`config.mk`:
```
export PLATFORM = sky130hd
export DESIGN_NAME = rf_field_scanner
export DESIGN_NICKNAME = d
export VERILOG_FILES = /design/src/rtl/rfs_pkg.sv /design/src/rtl/rfs_field_cmp.sv /design/src/rtl/rfs_advance.sv /design/src/rtl/rf_field_scanner.sv
export SDC_FILE = /design/constraint.sdc
export NUM_CORES = 1
export LEC_CHECK = 0
export BUFFER_PORTS_ARGS = -buffer_cell sky130_fd_sc_hd__buf_4
export CAP_MARGIN = 0
export CORE_MARGIN = 10
export CORE_UTILIZATION = 50
export CTS_CLUSTER_DIAMETER = 100
export CTS_CLUSTER_SIZE = 20
export DETAILED_ROUTE_END_ITERATION = 6
export PLACE_DENSITY = 0.76
export SYNTH_ARGS = -nofsm -noshare
export SYNTH_HDL_FRONTEND = slang
export SYNTH_SLANG_ARGS = --single-unit
```
`constraint.sdc`:
```
create_clock -name clk -period 3.95 [get_ports clk]
set_clock_uncertainty 0.15 [all_clocks]
set_input_delay 0.79 -clock clk [delete_from_list [all_inputs] [get_ports clk]]
set_output_delay 0.79 -clock clk [all_outputs]
set_load 0.01 [all_outputs]
```
`src/rtl/rfs_pkg.sv`:
```
package rfs_pkg;

    typedef enum logic {
        ST_IDLE = 1'b0,
        ST_SCAN = 1'b1
    } scan_state_e;

    typedef struct packed {
        scan_state_e state;
        logic [15:0] off;
        logic [7:0]  cnt;
        logic [2:0]  width;
        logic [7:0]  stride;
        logic [15:0] upper;
        logic [31:0] pat;
        logic        done;
        logic [31:0] result;
    } scan_regs_s;

    function automatic logic [2:0] size_decode(input logic [7:0] code);
        logic [2:0] w;
        case (code)
            8'd1:    w = 3'd1;
            8'd2:    w = 3'd2;
            default: w = 3'd4;
        endcase
        return w;
    endfunction

endpackage

```
`src/rtl/rfs_field_cmp.sv`:
```
module rfs_field_cmp #(
    parameter int RF_BYTES = 128,
    parameter int OFF_W    = 16
) (
    input  logic [OFF_W-1:0] off_i,
    input  logic [2:0]       width_i,
    input  logic [31:0]      pat_i,
    input  logic [63:0]      pair_i,
    output logic             hit_o
);
    localparam int SUM_W = OFF_W + 1;

    logic [63:0]      shifted;
    logic [31:0]      mask;
    logic [SUM_W-1:0] end_pos;
    logic             in_range;

    always_comb begin
        shifted  = pair_i >> {off_i[1:0], 3'b000};
        case (width_i)
            3'd1:    mask = 32'h0000_00FF;
            3'd2:    mask = 32'h0000_FFFF;
            default: mask = 32'hFFFF_FFFF;
        endcase
        end_pos  = SUM_W'(off_i) + SUM_W'(width_i);
        in_range = end_pos <= SUM_W'(RF_BYTES);
        hit_o    = in_range && (((shifted[31:0] ^ pat_i) & mask) == 32'd0);
    end

endmodule

```
`src/rtl/rfs_advance.sv`:
```
module rfs_advance #(
    parameter int OFF_W = 16
) (
    input  logic [OFF_W-1:0] off_i,
    input  logic [7:0]       stride_i,
    input  logic [7:0]       cnt_i,
    output logic [OFF_W-1:0] off_o,
    output logic [7:0]       cnt_o
);
    logic [OFF_W:0] sum;

    always_comb begin
        sum   = {1'b0, off_i} + (OFF_W+1)'(stride_i);
        off_o = sum[OFF_W] ? {OFF_W{1'b1}} : sum[OFF_W-1:0];
        cnt_o = (cnt_i == 8'd0) ? 8'd0 : cnt_i - 8'd1;
    end

endmodule

```
`src/rtl/rf_field_scanner.sv`:
```
module rf_field_scanner #(
    parameter int RF_WORDS = 32
) (
    input  logic                        clk,
    input  logic                        rst_n,
    input  logic                        start_i,
    input  logic [31:0]                 ctrl_i,
    input  logic [31:0]                 pattern_i,
    output logic [$clog2(RF_WORDS)-1:0] rf_addr_o,
    input  logic [63:0]                 rf_data_i,
    output logic                        busy_o,
    output logic                        done_o,
    output logic [31:0]                 result_o
);
    import rfs_pkg::*;

    localparam int ADDR_W   = $clog2(RF_WORDS);
    localparam int RF_BYTES = RF_WORDS * 4;
    localparam int OFF_W    = 16;

    scan_regs_s r_d, r_q;

    logic             hit;
    logic [OFF_W-1:0] off_nx;
    logic [7:0]       cnt_nx;

    rfs_field_cmp #(
        .RF_BYTES (RF_BYTES),
        .OFF_W    (OFF_W)
    ) u_cmp (
        .off_i   (r_q.off),
        .width_i (r_q.width),
        .pat_i   (r_q.pat),
        .pair_i  (rf_data_i),
        .hit_o   (hit)
    );

    rfs_advance #(
        .OFF_W (OFF_W)
    ) u_adv (
        .off_i    (r_q.off),
        .stride_i (r_q.stride),
        .cnt_i    (r_q.cnt),
        .off_o    (off_nx),
        .cnt_o    (cnt_nx)
    );

    always_comb begin
        r_d      = r_q;
        r_d.done = 1'b0;
        case (r_q.state)
            ST_IDLE: begin
                if (start_i) begin
                    r_d.state  = ST_SCAN;
                    r_d.off    = OFF_W'(ctrl_i[7:0]);
                    r_d.cnt    = ctrl_i[15:8];
                    r_d.width  = size_decode(ctrl_i[23:16]);
                    r_d.stride = ctrl_i[31:24];
                    r_d.upper  = ctrl_i[31:16];
                    r_d.pat    = pattern_i;
                end
            end
            default: begin
                if (r_q.cnt == 8'd0) begin
                    r_d.state  = ST_IDLE;
                    r_d.done   = 1'b1;
                    r_d.result = {r_q.upper, 8'h00, 8'hFF};
                end else if (hit) begin
                    r_d.state  = ST_IDLE;
                    r_d.done   = 1'b1;
                    r_d.result = {r_q.upper, r_q.cnt, r_q.off[7:0]};
                end else begin
                    r_d.off = off_nx;
                    r_d.cnt = cnt_nx;
                end
            end
        endcase
    end

    always_ff @(posedge clk or negedge rst_n) begin
        if (!rst_n) begin
            r_q <= '0;
        end else begin
            r_q <= r_d;
        end
    end

    assign rf_addr_o = r_q.off[ADDR_W+1:2];
    assign busy_o    = (r_q.state == ST_SCAN);
    assign done_o    = r_q.done;
    assign result_o  = r_q.result;

endmodule

```
# --- Word level (Yosys, flattened, before mapping) ---
# Index checks and enable logic that the tools add are counted.
# W data, S select, Z words.
totals:
  reg_bits: 117
  input_bits: 131
  output_inout_bits: 39
  word_cells: 43
classes:
  addsub: 3
  order_cmp: 1
  n_eq_ne: 6
  shift: 1
  muxes: 12
  bitwise_logic: 3
  n_reduce_logical: 8
op_table:
  columns: ["operator", "count"]
  rows:
  - ["$mux W33", 3]
  - ["$mux W84", 1]
  - ["$pmux W32 S2", 1]
  - ["$shr A64 B5 Y32", 1]
  - ["$mux W24", 2]
  - ["$and A32 B32 Y32", 1]
  - ["$logic_not A32 Y1", 1]
  - ["$xor A32 B32 Y32", 1]
  - ["$mux W25", 1]
  - ["$add A16 B3 Y17", 1]
  - ["$add A16 B8 Y17", 1]
  - ["$le A17 B8 Y1 const B", 1]
  - ["$mux W16", 1]
  - ["$eq A8 B1 Y1 const B", 1]
  - ["$eq A8 B2 Y1 const B", 1]
  - ["$logic_not A8 Y1", 1]
  - ["$sub A8 B1 Y8 const B", 1]
  - ["$pmux W3 S2", 1]
  - ["$ne A2 B2 Y1 const B", 2]
  - ["$reduce_and A2 Y1", 2]
  - ["$reduce_bool A2 Y1", 2]
  - ["$eq A3 B1 Y1 const B", 1]
  - ["$eq A3 B2 Y1 const B", 1]
  - ["$reduce_and A3 Y1", 1]
  - ["other kinds (3)", 4]

# --- Depth between registers and ports, before layout ---
# Gate-level depths: netlist of the first run.
logic_depth:
  depth_word: 8
  ltp_mapped: 13
  ltp_nobuf: 12

# --- Modules after synthesis ---
# From an unflattened synthesis of the first run, not the netlist that was laid out.
hier_totals:
  hier_cells: 811
  hier_area_um2: 7468.4
by_module_without_submodules:
  columns: ["mod", "instances", "cells_per_inst", "area_each_um2", "seq_area_each_um2"]
  rows:
  - ["rf_field_scanner", 1, 557, 5084.9, 2727.6]
  - ["rfs_field_cmp", 1, 148, 1664.1, 0.0]
  - ["rfs_advance", 1, 106, 719.4, 0.0]

# --- Worst setup path after synthesis of the first run ---
# OpenSTA, ideal clock, no wires.
synth_timing:
  path_kind: "input -> register"
  start: "input rf_data_i[31]"
  end: "register r_q (netlist bit result_o[30])"
  setup_ns: 0.128
  arrival_time_ns: 2.872
  required_time_ns: 3.672
  setup_slack_ns: 0.800
  cell_stages: 8
  n_path_buf: 1
  path_cell_list: "mux4_2 xor2_1 nor4_1 o2111ai_1 nor4_4 o21ai_2 buf_2 mux2_1"
synth_between:
  elab_chain_cells: 7
synth_lines:
  columns: ["element", "line", "rtl"]
  rows:
  - ["start: declaration", "rf_field_scanner.sv:10", "input logic [63:0] rf_data_i,"]
  - ["$shr A64 B5 Y32", "rfs_field_cmp.sv:19", "shifted = pair_i >> {off_i[1:0], 3'b000};"]
  - ["$xor A32 B32 Y32", "rfs_field_cmp.sv:27", "hit_o = in_range && (((shifted[31:0] ^ pat_i) & mask) == 32'd0);"]
  - ["$and A32 B32 Y32", "rfs_field_cmp.sv:27", null]
  - ["$logic_not A32 Y1", "rfs_field_cmp.sv:27", null]
  - ["$logic_and A1 B1 Y1", "rfs_field_cmp.sv:27", null]
  - ["$reduce_bool A2 Y1 (no source line)", null, null]
  - ["$reduce_and A2 Y1 (no source line)", null, null]
  - ["end signal: assignment", "rf_field_scanner.sv:84", "r_q <= r_d;"]
  - ["end: declaration", "rf_field_scanner.sv:21", "scan_regs_s r_d, r_q;"]
# No other way between the ends.
# A chain may end at the register's enable or synchronous reset.

# --- Worst setup path after layout of the first run ---
layout_timing:
  start: "register r_q[101] (netlist name)"
  end: "register r_q[100] (netlist name)"
layout_between:
  elab_chain_cells: 7
  word_cells_on_any_way: 14
  classes_between: "add/sub: 2; order compare: 1; eq/ne: 1; shift: 1; mux: 4; bitwise: 2; reduce/logical: 3"
layout_lines:
  columns: ["element"]
  rows:
  - ["branches (longest 7 deep; another with $add A16 B3 Y17)"]
# Parallel ways; which one is timed is not known. The select of a mux whose other input is x is not followed.

==> impl_metrics.yaml, run 1 <==
logic_synthesis:
  synth_top_family_by_area: "simple AND/OR/NAND/NOR gates"
  ys_seq_area_share_pct: 41.3
  synth_enable_flop_cells: 0
  syn_inst: 667
  syn_avg_cell_area_um2: 9.90
  syn-num-nets: 812
  synth_xor_area_share_pct: 5.04
  synth_ff_type: "dfrtp_1"
  synth-simple-area-share_pct: 18.0
  yosysMostFrequentCell: "nand2_1"
  synth_fa_ha_area_share_pct: 2.88
  synth.top_cell.area_share_pct: 41.3
  ys_ff_latch: 109
  ys_types: 60
  ys_warn_count: 0
  synthTopCellsByCount: "nand2_1 (179), dfrtp_1 (109), buf_4 (40)"
  ys_async_sr_fraction_pct: 100
  yosysTopAreaCell: "dfrtp_1"
  yosys-top-cells-area: "dfrtp_1 (41%), mux4_2 (11%), nand2_1 (10%)"
  synth_mux_area_share_pct: 14.6
  synth_area_um2: 6600
  synth_compound_area_share_pct: 10.1
run:
  max-cap-violations: 0
setup_path:
  critPathRequiredTime_ns: 4.05
  crit_type: "register to register"
  cp-start-kind: "register"
  arrival_ns: 3.71
  path_max_fanout: 32
  reg2reg_slack_ns: 0.34
  endpoint_kind: "register"
cts:
  cts.clk_slew.worst_paths_ns: 0.07
  numCtsBuffers: 9
  postCtsSetupBuffers: 0
  clock-sinks: 109
  htreeDepth: 3
  hold_buffers: 0
  cts-root-buf: "clkbuf_16"
  cts_tree: "done"
  clk_latency_ns: 0.35
  cts_resized: 0
  cts_buffer_depth: 2
timing:
  fin_setup_tns_ns: 0
  fmax_mhz: 277
  fin_worst_hold_slack_ns: 0.329
  hold_viol: 0
  worstMarginPinSlew_ns: 0.866
  setup_viol: 0
  maxSlewHeadroom_pct: 41.7
  fin_crit_sh_pct: 91.4
  grt_setup_unrepaired: "no"
  finalCriticalPeriod_ns: 3.61
  slew_violations: 0
finish:
  final_area_um2: 8020
  final_cells: 961
  area_growth_syn_to_layout_pct: 21.5
  drive_gt1_share_pct: 31.9
  antennaDiodeCount: 0
  fin_nets: 929
global_routing:
  track_usage_pct: 20.2
  grt_overflow_total: 0
  grt_max_degree: 63
  grt_pass1_vias: 5729
  grt_first_pass_wirelength_um: 29400
  antenna_found_initial: 0
detailed_routing:
  drc: 0
  viasPerCell: 5.61
  antenna_left: 0
  first_iter_violations: 360
  dr.pass1.iters: 5
  vias: 5388
  wl_per_cell_um: 18.9
  drt-total-wl_um: 18200
placement:
  place_hpwl_um: 14100
  gp_congestion: 0.962
  port_buffers: 161
  dpl.cell_count: 945
  dpl_cell_area_um2: 7700
power_and_ir_drop:
  irDropWorstVdd_mv: 0.264
  p_leak_nw: 3.93
  p_per_area_nw_per_um2: 518
hold_path:
  hold_class: "register to register"
floorplan:
  coreArea_um2: 12800
  start_util_pct: 51.7
  fp.dieW_um: 135
  row_count: 41
  dieArea_um2: 18200
  die_h_um: 135
  top_level_ports: 170
outcome:
  status: "finished clean"
## routing by layer
metal  share of wire [%]  GRT usage, %  vias to the layer above
met4                 2.2          7.80                        0
met1                  40          24.2                     2658
li1                    -             -                     2528
met3                 6.7          5.04                       27
met2                  51          34.0                      175
met5                   0             0                        -
## area by class of cell
type	instances	area, µm²
tap	172	215
multi-input combinational	471	3350
clock buffer	10	229
inverter	14	52.6
sequential	109	2730
timing repair buffer	179	1360
clock inverter	6	87.6
fill	1068	4750
## layout by cell type, fill, tap and decap left out, drive strengths merged, types with 3 or more instances in the layout
master	count
a32oi	3
mux2i	6
nor4	9
dfrtp	109
a22o	5
a211oi	3
buf	179
xnor2	29
nor2b	6
and3	9
clkbuf	10
o22a	9
clkinvlp	3
a21oi	17
nor2	27
o31ai	3
nand4	7
nor3	8
nand2b	4
mux4	32
xor2	9
ha	12
mux2	16
o21ai	26
and4	4
inv	13
a21o	4
nand2	180
nand3	8
or2	3
o211ai	5
## report_power, final
group,leakage (nW),switching (W),internal [W]
combinational,2.37,0.000793,0.000903
clock,0.145,0.000414,0.000555
sequential,1.41,0.000232,0.00125
## state kept, by name (all words and copies together), names as in the netlist
register and count:
result_o 32, rf_addr_o 5, done_o 1, r_q 70, busy_o 1
## worst max-delay path, cell delays in order (launching register included)
cell and delay [ns]:
dfrtp_1 0.49, buf_4 0.42, mux4_2 0.42, xnor2_1 0.17, nand4_1 0.12, nor4_1 0.46
a221oi_2 0.18, nor4_4 0.29, or2_1 0.31, buf_4 0.24, nor3_1 0.07, a211oi_1 0.18
## through the flow
| stage | util, % | power (W) | setup slack, ns |
|---|---|---|---|
| final | 62.8 | 0.00415 | 0.340 |
| after global routing | 62.8 | 0.00442 | 0.114 |
| after CTS | 62.8 | 0.00417 | 0.295 |
| after detailed placement | 60.3 | 0.00320 | 0.180 |
| after global placement | 60.3 | 0.00312 | 0.236 |
| after floorplan | - | 0.00280 | 0.800 |
## path summary, 6_finish.rpt
kind | from | endpoint | depth (start not counted)
worst max register to register | r_q[101]$_DFFE_PN0P_ | r_q[100]$_DFFE_PN0P_ | 11
worst min-delay path | r_q[70]$_DFFE_PN0P_ | r_q[70]$_DFFE_PN0P_ | 2
max in group asynchronous | rst_n | result_o[2]$_DFFE_PN0P_ | 2
min in group asynchronous | rst_n | result_o[11]$_DFFE_PN0P_ | 1
worst min register to register | r_q[70]$_DFFE_PN0P_ | r_q[70]$_DFFE_PN0P_ | 2
worst max-delay path | r_q[101]$_DFFE_PN0P_ | r_q[100]$_DFFE_PN0P_ | 11
## cells by family after synthesis
kind of cell / after synthesis
buffers and inverters: 87
multiplexers: 54
flip-flops: 109
AND/OR/NAND/NOR: 271
XOR/XNOR: 38
AO/OA/AOI/OAI: 94
adder cells (fa/ha/maj): 14
(Power assumes the default switching activity.)
==> inputs of run 2 (changes only) <==
--- a/config.mk
+++ b/config.mk
@@ -7,2 +7,3 @@
 export LEC_CHECK = 0
+export ABC_AREA = 1
 export BUFFER_PORTS_ARGS = -buffer_cell sky130_fd_sc_hd__buf_4
@@ -14,3 +15,3 @@
 export DETAILED_ROUTE_END_ITERATION = 6
-export PLACE_DENSITY = 0.76
+export PLACE_DENSITY = 0.75
 export SYNTH_ARGS = -nofsm -noshare
==> constraint.sdc (replaced) <==
create_clock -name clk -period 3.95 [get_ports clk]
set_clock_uncertainty 0.15 [all_clocks]
set_input_delay 0.5925 -clock clk [delete_from_list [all_inputs] [get_ports clk]]
set_output_delay 0.5925 -clock clk [all_outputs]
set_load 0.01 [all_outputs]
==> impl_metrics.yaml, run 2 <==
logic_synthesis:
  synth_ff_type: "dfrtp_1"
  synth_area_um2: 7580
  synth.top_cell.area_share_pct: 36.0
  ys_seq_area_share_pct: 36.0
  syn_avg_cell_area_um2: 6.58
  ys_async_sr_fraction_pct: 100
  synthTopCellsByCount: "nand2_1 (494), nand3_1 (182), dfrtp_1 (109)"
  ys_ff_latch: 109
  ys_types: 38
  syn-num-nets: 1298
  yosysTopAreaCell: "dfrtp_1"
  synth_enable_flop_cells: 0
  yosys-top-cells-area: "dfrtp_1 (36%), nand2_1 (24%), nand3_1 (12%)"
  yosysMostFrequentCell: "nand2_1"
  ys_warn_count: 0
  syn_inst: 1153
setup_path:
  path_max_fanout: 32
  cp_slowest_cell: "dfrtp_1"
  arrival_ns: 3.46
  path_common_cell: "nand2_1"
  cp-start-kind: "register"
  crit_type: "register to register"
  path_cells: "ha_1 > fa_1 > nand3_1 > nand2_1 > nand2_1 > xor2_1 > nand2_1 > nor2_1 > nand3_1 > nand2_2 > nand3_1 > nand2_1 > nand2_2 > nand2_1 > nand2_1"
  slowest_delay_ns: 0.46
  endpoint_kind: "register"
  critPathRequiredTime_ns: 4.05
timing:
  fin_crit_sh_pct: 85.0
  maxSlewHeadroom_pct: 30.0
  fmax_mhz: 298
  finalCriticalPeriod_ns: 3.36
  slew_violations: 0
  fin_setup_tns_ns: 0
  setup_viol: 0
  worstMarginPinSlew_ns: 1.05
  grt_setup_unrepaired: "no"
  hold_viol: 0
finish:
  multiInputGateArea_um2: 4010
  area_growth_syn_to_layout_pct: 16.6
  layout.area.seq_um2: 2730
  n_fill_cell: 1437
  drive_gt1_share_pct: 16.2
  final_common_cell: "nand2_1"
  final_area_um2: 8840
  top_register: "r_q"
  final_util_pct: 60.1
  fin_nets: 1389
  largest_reg_flops: 70
  antennaDiodeCount: 0
  layout_common_cells: "nand2_1 (494), nand3_1 (182), buf_4 (167), dfrtp_1 (109), inv_1 (81)"
cts:
  cts.clk_slew.worst_paths_ns: 0.08
  numCtsBuffers: 9
  hold_buffers: 0
  cts-root-buf: "clkbuf_16"
  clk_latency_ns: 0.36
  cts_buffer_depth: 2
  clock-sinks: 109
  cts_resized: 0
  htreeDepth: 3
  cts_tree: "done"
  postCtsSetupBuffers: 0
placement:
  port_buffers: 161
  dpl_cell_area_um2: 8540
  place_hpwl_um: 16500
  gp_congestion: 0.911
hold_path:
  hold_class: "input port to async pin"
power_and_ir_drop:
  irDropWorstVdd_mv: 0.435
  pwr-share-comb_pct: 54.6
  power_w: 0.00647
  p_per_area_nw_per_um2: 732
  p_leak_nw: 4.85
  p_clk_share_pct: 14.4
  swShare_pct: 47.4
  power.switching_w: 0.00307
  seq_power_share_pct: 31.0
  p_int_w: 0.00341
global_routing:
  grt_first_pass_wirelength_um: 36300
  track_usage_pct: 21.7
  grt_max_degree: 93
  antenna_found_initial: 0
  grt_pass1_vias: 7287
  grt_overflow_total: 0
detailed_routing:
  first_iter_violations: 732
  antenna_left: 0
  vias: 7628
  wl_per_cell_um: 15.5
  viasPerCell: 5.32
  drc: 0
  drt-total-wl_um: 22200
  dr.pass1.iters: 5
floorplan:
  coreArea_um2: 14700
  die_h_um: 143
  fp.dieW_um: 143
  dieArea_um2: 20500
  start_util_pct: 51.6
  top_level_ports: 170
  row_count: 44
run:
  max-cap-violations: 0
outcome:
  status: "finished clean"
[run 2: cells by family after synthesis]
group,after synthesis,synth area share (%)
adder cells (fa/ha/maj),14,2.51
AND/OR/NAND/NOR,775,43.8
XOR/XNOR,12,1.39
flip-flops,109,36.0
AO/OA/AOI/OAI,72,5.10
buffers and inverters,171,11.2
[run 2: final timing paths]
check / start / to / slack, ns / cells after the start
min in group clk: pattern_i[31] / r_q[64]$_DFFE_PN0P_ / 0.28 / 3
setup / recovery: r_q[100]$_DFFE_PN0P_ / result_o[17]$_DFFE_PN0P_ / 0.59 / 15
hold reg to reg: result_o[30]$_DFFE_PN0P_ / result_o[30]$_DFFE_PN0P_ / 0.32 / 2
hold / removal: rst_n / r_q[58]$_DFFE_PN0P_ / 0.06 / 1
setup reg to reg: r_q[100]$_DFFE_PN0P_ / result_o[17]$_DFFE_PN0P_ / 0.59 / 15
max in group asynchronous: rst_n / result_o[29]$_DFFE_PN0P_ / 2.69 / 2
[run 2: worst max-delay path, delay by kind of cell (launching register included)]
family,cells,cell delay [ns]
DFF,1,0.46
and+or+nand+nor,12,1.70
adders and majority gates,2,0.72
xor gates and xnor gates,1,0.20
[run 2: metal layers]
metal | global-route usage [%] | vias to the layer above | share of wire [%]
met1 | 28.4 | 3508 | 44
met2 | 35.3 | 248 | 48
met3 | 5.11 | 17 | 6.9
met4 | 5.59 | 0 | 1.1
li1 | - | 3855 | -
met5 | 0 | - | 0
[run 2: power by group through the flow]
stage	Sequential (W)	Combinational (W)	Clock, W
after global placement	0.00200	0.00341	0
after floorplan	0.00184	0.00290	0
after global routing	0.00207	0.00409	0.000982
after detailed placement	0.00201	0.00351	0
after CTS	0.00200	0.00352	0.000952
final	0.00200	0.00353	0.000933
[run 2: metrics by stage]
step | setup slack, ns | hold slack, ns | cells
after floorplan | 1.30 | 0.147 | 1153
after global placement | 0.716 | 0.305 | 1417
after detailed placement | 0.612 | 0.310 | 1417
after CTS | 0.594 | 0.0758 | 1433
after global routing | 0.252 | 0.0987 | 1433
final | 0.594 | 0.0586 | 1433
[run 2: area by class of cell]
| cell class | instances | share of cell area (%) |
|---|---|---|
| Inverter | 84 | 3.57 |
| Sequential cell | 109 | 30.9 |
| Clock inverter | 6 | 0.708 |
| Tap cell | 184 | 2.61 |
| Clock buffer | 10 | 2.70 |
| Timing Repair Buffer | 167 | 14.2 |
| Multi-Input combinational cell | 873 | 45.4 |
==> inputs of run 3 (changes only) <==
ABC_AREA = 0   (was 1)
PLACE_DENSITY = 0.76   (was 0.75)
clock period = 3.5 ns   (was 3.95 ns; I/O delays follow)
==> impl_metrics.yaml, run 3 (synthesized netlist as in run 1, its figures left out) <==
timing:
  setup_viol: 0
  grt_setup_unrepaired: "yes"
  maxSlewHeadroom_pct: 42.1
  fin_crit_sh_pct: 100
  fin_worst_hold_slack_ns: 0.102
  worstMarginPinSlew_ns: 0.869
  slew_violations: 0
  finalCriticalPeriod_ns: 3.50
  hold_viol: 0
  fmax_mhz: 286
finish:
  largest_reg_flops: 70
  drive_gt1_share_pct: 35.6
  top_register: "r_q"
  area_growth_syn_to_layout_pct: 26.3
  layout_common_cells: "buf_4 (192), nand2_1 (179), dfrtp_1 (108), mux4_2 (32), xnor2_1 (27)"
  final_common_cell: "buf_4"
  fin_nets: 951
  antennaDiodeCount: 0
  final_cells: 983
detailed_routing:
  dr.pass1.iters: 6
  viasPerCell: 5.69
  drc: 0
  vias: 5594
  wl_per_cell_um: 19.5
  drt-total-wl_um: 19100
  antenna_left: 0
  first_iter_violations: 421
placement:
  gp_congestion: 0.901
  dpl.cell_count: 955
  place_hpwl_um: 14100
  port_buffers: 161
setup_path:
  r2r_end: "rf_addr_o[0]$_DFFE_PN0P_"
  reg2reg_slack_ns: 0.002
  arrival_ns: 3.60
  r2r-start: "r_q[100]$_DFFE_PN0P_"
  path_max_fanout: 8
  cp-start-kind: "register"
  critPathRequiredTime_ns: 3.60
  endpoint_kind: "register"
  crit_type: "register to register"
  worst-r2r-cell-count: 12
cts:
  cts.clk_slew.worst_paths_ns: 0.08
  hold_buffers: 0
  cts_tree: "done"
  cts-root-buf: "clkbuf_16"
  htreeDepth: 3
  clk_latency_ns: 0.36
  clock-sinks: 109
  numCtsBuffers: 9
  cts_buffer_depth: 2
power_and_ir_drop:
  power.switching_w: 0.00172
  irDropWorstVdd_mv: 0.378
  swShare_pct: 34.7
  seq_power_share_pct: 34.2
  p_per_area_nw_per_um2: 594
  p_leak_nw: 4.09
  p_clk_share_pct: 22.4
  p_int_w: 0.00324
  pwr-share-comb_pct: 43.4
floorplan:
  top_level_ports: 170
  fp.dieW_um: 135
  start_util_pct: 51.7
  coreArea_um2: 12800
  die_h_um: 135
  row_count: 41
  dieArea_um2: 18200
global_routing:
  grt_first_pass_wirelength_um: 29300
  track_usage_pct: 20.2
  grt_max_degree: 69
  grt_pass1_vias: 5811
  grt_overflow_total: 0
  antenna_found_initial: 0
hold_path:
  hold_class: "input port to async pin"
run:
  max-cap-violations: 0
outcome:
  status: "finished clean"
## run 3: changes by cell type in the layout (fill, tap and decap cells not counted), moves of 8 or more
| cell | previous run | this run |
|---|---|---|
| o21ai_0 | 53 | 20 |
| xnor2_1 | 4 | 27 |
| nand3_1 | 182 | 7 |
| nand2_1 | 494 | 179 |
| nand4_1 | 31 | 7 |
| inv_1 | 81 | 13 |
| mux2_2 | 0 | 14 |
| mux4_2 | 0 | 32 |
| o22a_1 | 0 | 8 |
| a21oi_1 | 9 | 17 |
| buf_4 | 167 | 192 |
| and3_1 | 0 | 9 |
| nor2_1 | 42 | 26 |
## run 3: area by class of cell
class	count	area, µm²
clock buffer	9	225
clock inverter	7	98.8
fill	999	4440
inverter	14	56.3
multi-input combinational	472	3430
sequential	109	2730
tap	172	215
timing repair buffer	200	1580
## run 3: worst max path at each step
stage,end,slack [ns],startpoint
4_1_cts,result_o[0]$_DFFE_PN0P_,0.05,r_q[100]$_DFFE_PN0P_
3_5_place_dp,result_o[0]$_DFFE_PN0P_,-0.09,r_q[100]$_DFFE_PN0P_
5_1_grt,rf_addr_o[0]$_DFFE_PN0P_,-0.16,r_q[100]$_DFFE_PN0P_
6_report,rf_addr_o[0]$_DFFE_PN0P_,0.002,r_q[100]$_DFFE_PN0P_
3_3_place_gp,result_o[1]$_DFFE_PN0P_,-0.06,r_q[100]$_DFFE_PN0P_
2_1_floorplan,result_o[30]$_DFFE_PN0P_,0.35,r_q[101]$_DFFE_PN0P_
## run 3: through the flow
stage	TNS, ns	cell area, µm²	total power, W	utilization (%)	setup WS, ns
floorplan	0	6600	0.00316	-	0.352
global placement	-0.620	7820	0.00359	61.2	-0.0597
detailed placement	-0.967	7820	0.00367	61.2	-0.0886
CTS	0	8160	0.00481	63.9	0.0491
global route	-3.23	8340	0.00526	65.3	-0.164
finish	0	8340	0.00496	65.3	0.00162
## run 3: power groups by stage
stage | clock, W | combinational (W) | sequential [W]
after global routing | 0.00119 | 0.00235 | 0.00172
after global placement | 0 | 0.00189 | 0.00169
after detailed placement | 0 | 0.00197 | 0.00170
after CTS | 0.00113 | 0.00201 | 0.00167
after floorplan | 0 | 0.00160 | 0.00156
final | 0.00111 | 0.00215 | 0.00169
## run 3: what timing repair did
action | CTS | global route
gates cloned | 0 | 2
pin swaps | 1 | 10
resized for setup | 0 | 24
setup endpoints to repair | 21 | 33
setup buffers | 2 | 8
## run 3: worst max-delay path: stages (launching register included)
cell	delay, ns
dfrtp_2	0.51
buf_8	0.16
mux4_2	0.52
xnor2_1	0.25
nand4_1	0.17
nor4_2	0.25
buf_4	0.16
a221oi_2	0.08
nor4_4	0.42
nor2_1	0.10
buf_4	0.19
buf_12	0.14
a221o_1	0.29
## run 3: layer usage
| layer | share of wire, % | wire, µm | track usage [%] |
|---|---|---|---|
| met5 | 0 | 0 | 0 |
| met4 | 3.3 | 632 | 9.73 |
| met3 | 6.6 | 1250 | 6.12 |
| met2 | 52 | 9950 | 33.7 |
| met1 | 38 | 7290 | 23.3 |
